$ cat src/rtl/gpio_wm_pkg.sv
package gpio_wm_pkg;
  localparam int ADDR_W = 8;
  localparam int DATA_W = 32;
  localparam int HALF_W = 16;

  localparam logic [ADDR_W-1:0] OFF_LEVEL = 8'h00;
  localparam logic [ADDR_W-1:0] OFF_DIR   = 8'h08;
  localparam logic [ADDR_W-1:0] OFF_PINS  = 8'h70;
  localparam logic [ADDR_W-1:0] OFF_IDENT = 8'h78;
  localparam logic [DATA_W-1:0] IDENT_VAL = 32'h01000C2B;

  // Byte address of half h of a split register starting at base.
  function automatic logic [ADDR_W-1:0] half_addr(logic [ADDR_W-1:0] base, int h);
    return base + ADDR_W'(4 * h);
  endfunction
endpackage

$ cat src/rtl/gpio_wm_half_reg.sv
module gpio_wm_half_reg #(
  parameter int W = 16
) (
  input  logic         clk,
  input  logic         rst_n,
  input  logic         we,
  input  logic [W-1:0] wdata,
  input  logic [W-1:0] wen,
  output logic [W-1:0] q
);
  always_ff @(posedge clk or negedge rst_n) begin
    if (!rst_n) q <= '0;
    else if (we) q <= (q & ~wen) | (wdata & wen);
  end
endmodule

$ cat src/rtl/gpio_wm_sync.sv
module gpio_wm_sync #(
  parameter int W      = 32,
  parameter int STAGES = 2
) (
  input  logic         clk,
  input  logic         rst_n,
  input  logic [W-1:0] d,
  output logic [W-1:0] q
);
  logic [W-1:0] chain [STAGES];

  always_ff @(posedge clk or negedge rst_n) begin
    if (!rst_n) begin
      for (int s = 0; s < STAGES; s++) chain[s] <= '0;
    end else begin
      chain[0] <= d;
      for (int s = 1; s < STAGES; s++) chain[s] <= chain[s-1];
    end
  end

  assign q = chain[STAGES-1];
endmodule

$ cat src/rtl/gpio_wm_readback.sv
module gpio_wm_readback
  import gpio_wm_pkg::*;
#(
  parameter int NPINS = 32
) (
  input  logic [ADDR_W-1:0] addr,
  input  logic [NPINS-1:0]  level_q,
  input  logic [NPINS-1:0]  dir_q,
  input  logic [NPINS-1:0]  pins_q,
  output logic [DATA_W-1:0] rd
);
  localparam int NHALF = NPINS / HALF_W;

  always_comb begin
    rd = '0;
    for (int h = 0; h < NHALF; h++) begin
      if (addr == half_addr(OFF_LEVEL, h)) rd = DATA_W'(level_q[h*HALF_W +: HALF_W]);
      if (addr == half_addr(OFF_DIR, h))   rd = DATA_W'(dir_q[h*HALF_W +: HALF_W]);
    end
    if (addr == OFF_PINS)  rd = DATA_W'(pins_q);
    if (addr == OFF_IDENT) rd = IDENT_VAL;
  end
endmodule

$ cat src/rtl/gpio_wm_port.sv
module gpio_wm_port
  import gpio_wm_pkg::*;
#(
  parameter int NPINS       = 32,
  parameter int SYNC_STAGES = 2
) (
  input  logic              clk,
  input  logic              rst_n,
  input  logic              bus_sel,
  input  logic              bus_wr,
  input  logic [ADDR_W-1:0] bus_addr,
  input  logic [DATA_W-1:0] bus_wdata,
  output logic [DATA_W-1:0] bus_rdata,
  input  logic [NPINS-1:0]  pin_in,
  output logic [NPINS-1:0]  pin_out,
  output logic [NPINS-1:0]  pin_oe
);
  localparam int NHALF = NPINS / HALF_W;

  logic             wr_cycle;
  logic             rd_cycle;
  logic [NPINS-1:0] level_q;
  logic [NPINS-1:0] dir_q;
  logic [NPINS-1:0] pins_q;
  logic [DATA_W-1:0] rd_mux;

  assign wr_cycle = bus_sel && bus_wr;
  assign rd_cycle = bus_sel && !bus_wr;

  for (genvar h = 0; h < NHALF; h++) begin : g_half
    gpio_wm_half_reg #(.W(HALF_W)) level_i (
      .clk   (clk),
      .rst_n (rst_n),
      .we    (wr_cycle && (bus_addr == half_addr(OFF_LEVEL, h))),
      .wdata (bus_wdata[HALF_W-1:0]),
      .wen   (bus_wdata[DATA_W-1:HALF_W]),
      .q     (level_q[h*HALF_W +: HALF_W])
    );
    gpio_wm_half_reg #(.W(HALF_W)) dir_i (
      .clk   (clk),
      .rst_n (rst_n),
      .we    (wr_cycle && (bus_addr == half_addr(OFF_DIR, h))),
      .wdata (bus_wdata[HALF_W-1:0]),
      .wen   (bus_wdata[DATA_W-1:HALF_W]),
      .q     (dir_q[h*HALF_W +: HALF_W])
    );
  end

  gpio_wm_sync #(.W(NPINS), .STAGES(SYNC_STAGES)) sync_i (
    .clk   (clk),
    .rst_n (rst_n),
    .d     (pin_in),
    .q     (pins_q)
  );

  gpio_wm_readback #(.NPINS(NPINS)) rb_i (
    .addr    (bus_addr),
    .level_q (level_q),
    .dir_q   (dir_q),
    .pins_q  (pins_q),
    .rd      (rd_mux)
  );

  always_ff @(posedge clk or negedge rst_n) begin
    if (!rst_n) bus_rdata <= '0;
    else if (rd_cycle) bus_rdata <= rd_mux;
  end

  assign pin_out = level_q;
  assign pin_oe  = dir_q;
endmodule

$ cat config.mk
export PLATFORM = sky130hd
export DESIGN_NAME = gpio_wm_port
export DESIGN_NICKNAME = d
export VERILOG_FILES = /design/src/rtl/gpio_wm_pkg.sv /design/src/rtl/gpio_wm_half_reg.sv /design/src/rtl/gpio_wm_sync.sv /design/src/rtl/gpio_wm_readback.sv /design/src/rtl/gpio_wm_port.sv
export SDC_FILE = /design/constraint.sdc
export NUM_CORES = 1
export LEC_CHECK = 0
export BUFFER_PORTS_ARGS = -buffer_cell sky130_fd_sc_hd__buf_2
export CORE_ASPECT_RATIO = 0.6
export CORE_MARGIN = 1.5
export CORE_UTILIZATION = 40
export DETAILED_ROUTE_END_ITERATION = 10
export GPL_ROUTABILITY_DRIVEN = 0
export SLEW_MARGIN = 20
export SYNTH_ARGS = -nofsm -noshare
export SYNTH_HDL_FRONTEND = slang
export SYNTH_HIERARCHICAL = 1
export SYNTH_SLANG_ARGS = --single-unit
$ cat constraint.sdc
create_clock -name clk -period 1.9 [get_ports clk]
set_input_delay 0.095 -clock clk [delete_from_list [all_inputs] [get_ports clk]]
set_output_delay 0.095 -clock clk [all_outputs]
set_load 0.02 [all_outputs]
* Yosys cells after proc, flatten, opt, wreduce, memory -nomap -nowiden
Index checks and enable logic that the tools add are counted.
** Cells by class
- $add $sub $neg :: 0
- Multiply operators :: 0
- Divide/modulo/power cells :: 0
- $lt $le $gt $ge :: 0
- Eq/ne operators :: 5
- Shifts and indexed selects :: 0
- Multiplexer cells :: 6
- Bitwise operators :: 10
- Reductions and logical operators :: 8
** Operators with widths (number)
- $and A16 B16 Y16 :: 5
- $mux W16 :: 4
- $mux W32 :: 2
- $or A16 B16 Y16 :: 4
- $eq A8 B4 Y1 const B :: 2
- $eq A8 B7 Y1 const B :: 2
- $not A16 Y16 :: 1
- $eq A8 B3 Y1 const B :: 1
- $logic_not A8 Y1 :: 1
- $logic_and A1 B1 Y1 :: 6
- $logic_not A1 Y1 :: 1
** Storage, ports and cells
- Bits in registers :: 160
- Bits in latches :: 0
- RAM bits :: 0
- ROM bits :: 0
- Bits of input ports :: 76
- Output and inout port bits :: 96
- Logic and storage cells :: 36
- Memories kept :: 0

* Longest topological paths before layout
- Depth in word-level cells :: 7
- Mapped depth :: 7
- Depth with buffers taken out :: 5

* Cells and area by module
The synthesis kept the hierarchy.
** By module, submodules not included
- gpio_wm_half_reg :: times used 4, cells an instance 50, area each 700.7 um^2, seq. area each 400.4 um^2
- gpio_wm_sync :: times used 1, cells an instance 96, area each 1841.8 um^2, seq. area each 1601.5 um^2
- gpio_wm_port :: times used 1, cells an instance 77, area each 1249.9 um^2, seq. area each 800.8 um^2
- gpio_wm_readback :: times used 1, cells an instance 148, area each 917.1 um^2, seq. area each 0.0 um^2

* Worst setup path after synthesis
Ideal clock, no wire load.
- Path kind :: input -> register
- Start :: in bus_addr[7]
- End :: reg with a tool-made name
- Library setup time :: 0.125 ns
- Arrival time :: 1.547 ns
- Data required time :: 1.775 ns
- Path slack :: 0.228 ns
- Stages on the path :: 6
- Path buffers :: 2
- Path through :: or4_4 nor4_1 buf_6 buf_6 nand2_1 mux2_4
** RTL lines
- from (decl) :: RTL line gpio_wm_port.sv:11 : input logic [ADDR_W-1:0] bus_addr,

==> results by group <==
Yosys
  – Number of synthesized flops with an enable pin: 0
  – Post-synth cell types: 34
  – Top_reg_cell synth: dfrtp_1
  – Avg Synthesized Cell Area: between 10 and 15 sq um
  – Synth Instances: 521
  – Syn Nets: 597
  – Post-synthesis sequential area ratio: 0.588
  – Synth area leaders: dfrtp_1 59%, mux2_4 8.8%, mux2_2 8.1%, nand2_1 4.0%, buf_4 3.5%
  – Yosys warns: 6
  – Register bit total from synthesis: 160
  – Cell accounting for the most synthesized area: dfrtp_1
  – Async SR Flop Fraction: 1.00
  – Post-synth top cells: 160 x dfrtp_1, 72 x nand2_1, 49 x mux2_2
  – Netlist Area Pre-Place: 0.00681 sq mm
  – Most common cell in the netlist: dfrtp_1
  – Share of the synthesized area in the top cell type: 0.588

Layout
  – Nets: 804
  – FF/Latch Area: 0.00400 sq mm
  – Post-route core utilization: 0.541
  – Area delta synth->final: 30.5%
  – Finished Layout Cells: 967
  – Multi-input logic area: 0.00236 sq mm
  – Layout cells sized above 1: 0.446
  – # fillers: between 1k and 1.5k

Floorplanning
  – Die height: 104 um
  – Initial Util: 0.414
  – Die width: 171 um
  – Ports: between 150 and 200
  – Placement Rows: 36
  – Total die area: 0.0178 sq mm
  – Core area: 0.0164 sq mm

Clock network
  – Clock Latency Late Sink: 410 ps
  – Max clock buf depth: 2
  – Number of buffers created by CTS: 17
  – CTS tree: done
  – Htree depth: 4
  – CTS root buffer: clkbuf_16
  – Clock transition at path regs: ~60 ps
  – Clock sink total: 160
  – Resize count post-CTS: 0

Global routing
  – GRT met1 Usage: 0.275
  – Largest net degree at the start of global routing: 51
  – Vias in the first global route: 4,899
  – Global-route wire length before repair: 26,400 um
  – Initial antenna violation count: 1
  – GRT Residual Overflow: 0
  – GR Util met3: 0.0510
  – Grt met2 use: 0.296
  – Most used routing layer: met2
  – Tot GR Track Use: 0.198

Place
  – HPWL Detailed: 12,100 um
  – Placed cells: 888
  – # port buffers: 171

STA
  – Max Slew Vio Count: 0
  – Max Fclk: 0.657 GHz
  – Fin Setup TNS: 0 ps
  – Tmin final: 1520 ps
  – RSZ-0062 raised after global routing: false
  – Final setup fails: 0
  – Final Cycle Share: 0.801
  – Final setup skew: roughly 5.4 ps
  – Final Hold Viols: 0
  – Max_slew headroom: 0.691
  – Worst-Margin Slew: 463 ps

Detailed routing
  – Drt via density: 4.81
  – Wire length per cell: 17.6 um
  – Post-route ant nets: 0
  – Post-route DRC: 0
  – Final WL: between 15,000 and 20,000 um
  – Initial drt markers: 296
  – First drt pass iteration count: 4
  – Vias after detailed routing: 4,656

Setup path
  – CP Max Fanout: 3
  – Reg2Reg Depth: 4
  – WP data arrival: 1820 ps
  – Worst setup EP type: flop
  – WP data required: 2200 ps
  – Worst R2R Setup Slack: 380 ps
  – R2R Path End: bus_rdata[11]$_DFFE_PN0P_
  – Critical setup path kind: flop to flop
  – CP Launch Type: flop

Power
  – Comb pwr share: 0.069
  – Tot Pwr: between 7 and 8 mW
  – Net Sw Power: ~1.6 mW
  – Seq pwr share: 0.489
  – Internal: about 5.6 mW
  – Max VDD drop: between 0.3 and 0.4 mV
  – Switching Fraction: 0.223
  – Pwr/cell area: roughly 810 mW/mm^2
  – Clock network fraction of total power: 0.442
  – Pleak: 4.52 nW

Job
  – Max capacitance violation total: 0

Hold path
  – Class of the worst hold path: input pin to flop
  – Hold Crit Start: bus_wdata[27]
  – Hold depth: 3

Status
  – Status: completed
-- layout by cell type, fill, tap and decap left out, types with 13 or more instances in the layout --
cell type,n
buf_2,170
inv_1,21
and2_1,16
dlygate4sd3_1,49
buf_4,18
dfrtp_1,160
nor2_1,13
nand2_1,72
mux2_2,49
mux2_4,40
clkbuf_16,17
-- power by group through the flow --
stage               Sequential, mW  Clock, mW  Combinational (mW)
finish                        3.54       3.19               0.500
global route                  3.54       3.44               0.549
CTS                           3.54       3.28               0.506
detailed placement            3.60          0               0.426
global placement              3.60          0               0.416
floorplan                     3.62          0               0.168
-- final cells by class --
cell class,instances,area share
flip-flops and latches,160,0.450
multi-input cells,284,0.265
repair buffers,244,0.181
clock buffers,21,0.0529
well taps,228,0.0321
clock inverters,8,0.00943
inverters,21,0.00886
diodes,1,0.000281
-- critical path: stages (launching register included) --
cell     delay (ps)
dfrtp_1         400
mux4_2          520
nand2_1         120
o21ai_0          90
mux2_2          270
-- cells by family (layout without fill, tap and decap cells) --
kind of cell | after synthesis | after routing | synth area share
compound gates | 41 | 41 | 0.0439
buf+inv | 77 | 294 | 0.0724
other cells | 0 | 1 | 0
simple gates | 141 | 141 | 0.105
mux | 102 | 102 | 0.191
flops | 160 | 160 | 0.588
-- through the flow --
| stage | setup slack, ps | hold slack (ps) | area (sq um) |
|---|---|---|---|
| after global routing | 323 | 29.5 | 8890 |
| after CTS | 375 | 15.8 | 8890 |
| final | 378 | 37.9 | 8890 |
| after floorplan | 228 | -201 | 6810 |
| after global placement | 36.0 | 2.65 | 7850 |
| after detailed placement | -40.5 | 6.83 | 7850 |
-- what timing repair did --
item / in CTS / in global routing
hold buffers: 49 / 0
setup buffers: 0 / 0
hold endpoints to repair: 221 / 0
-- layer usage --
metal  vias up  wire length, um  share of wire
li1       2148                -              -
met2       168             7650           0.45
met4         0              170          0.010
met3        12             1110          0.065
met1      2328             8100           0.48
met5         -                0              0
-- how the worst max path moves through the flow --
stage | slack, ps | start | depth (start not counted) | endpoint
after global placement | 40 | bus_addr[7] | 6 | flop
after floorplan | 230 | bus_addr[7] | 6 | flop
after detailed placement | -40 | bus_addr[7] | 6 | flop
after CTS | 370 | flop | 4 | bus_rdata[11]$_DFFE_PN0P_
after global routing | 320 | bus_addr[7] | 6 | flop
final | 380 | flop | 4 | bus_rdata[11]$_DFFE_PN0P_
No activity file was read; power rests on OpenSTA's default activity.
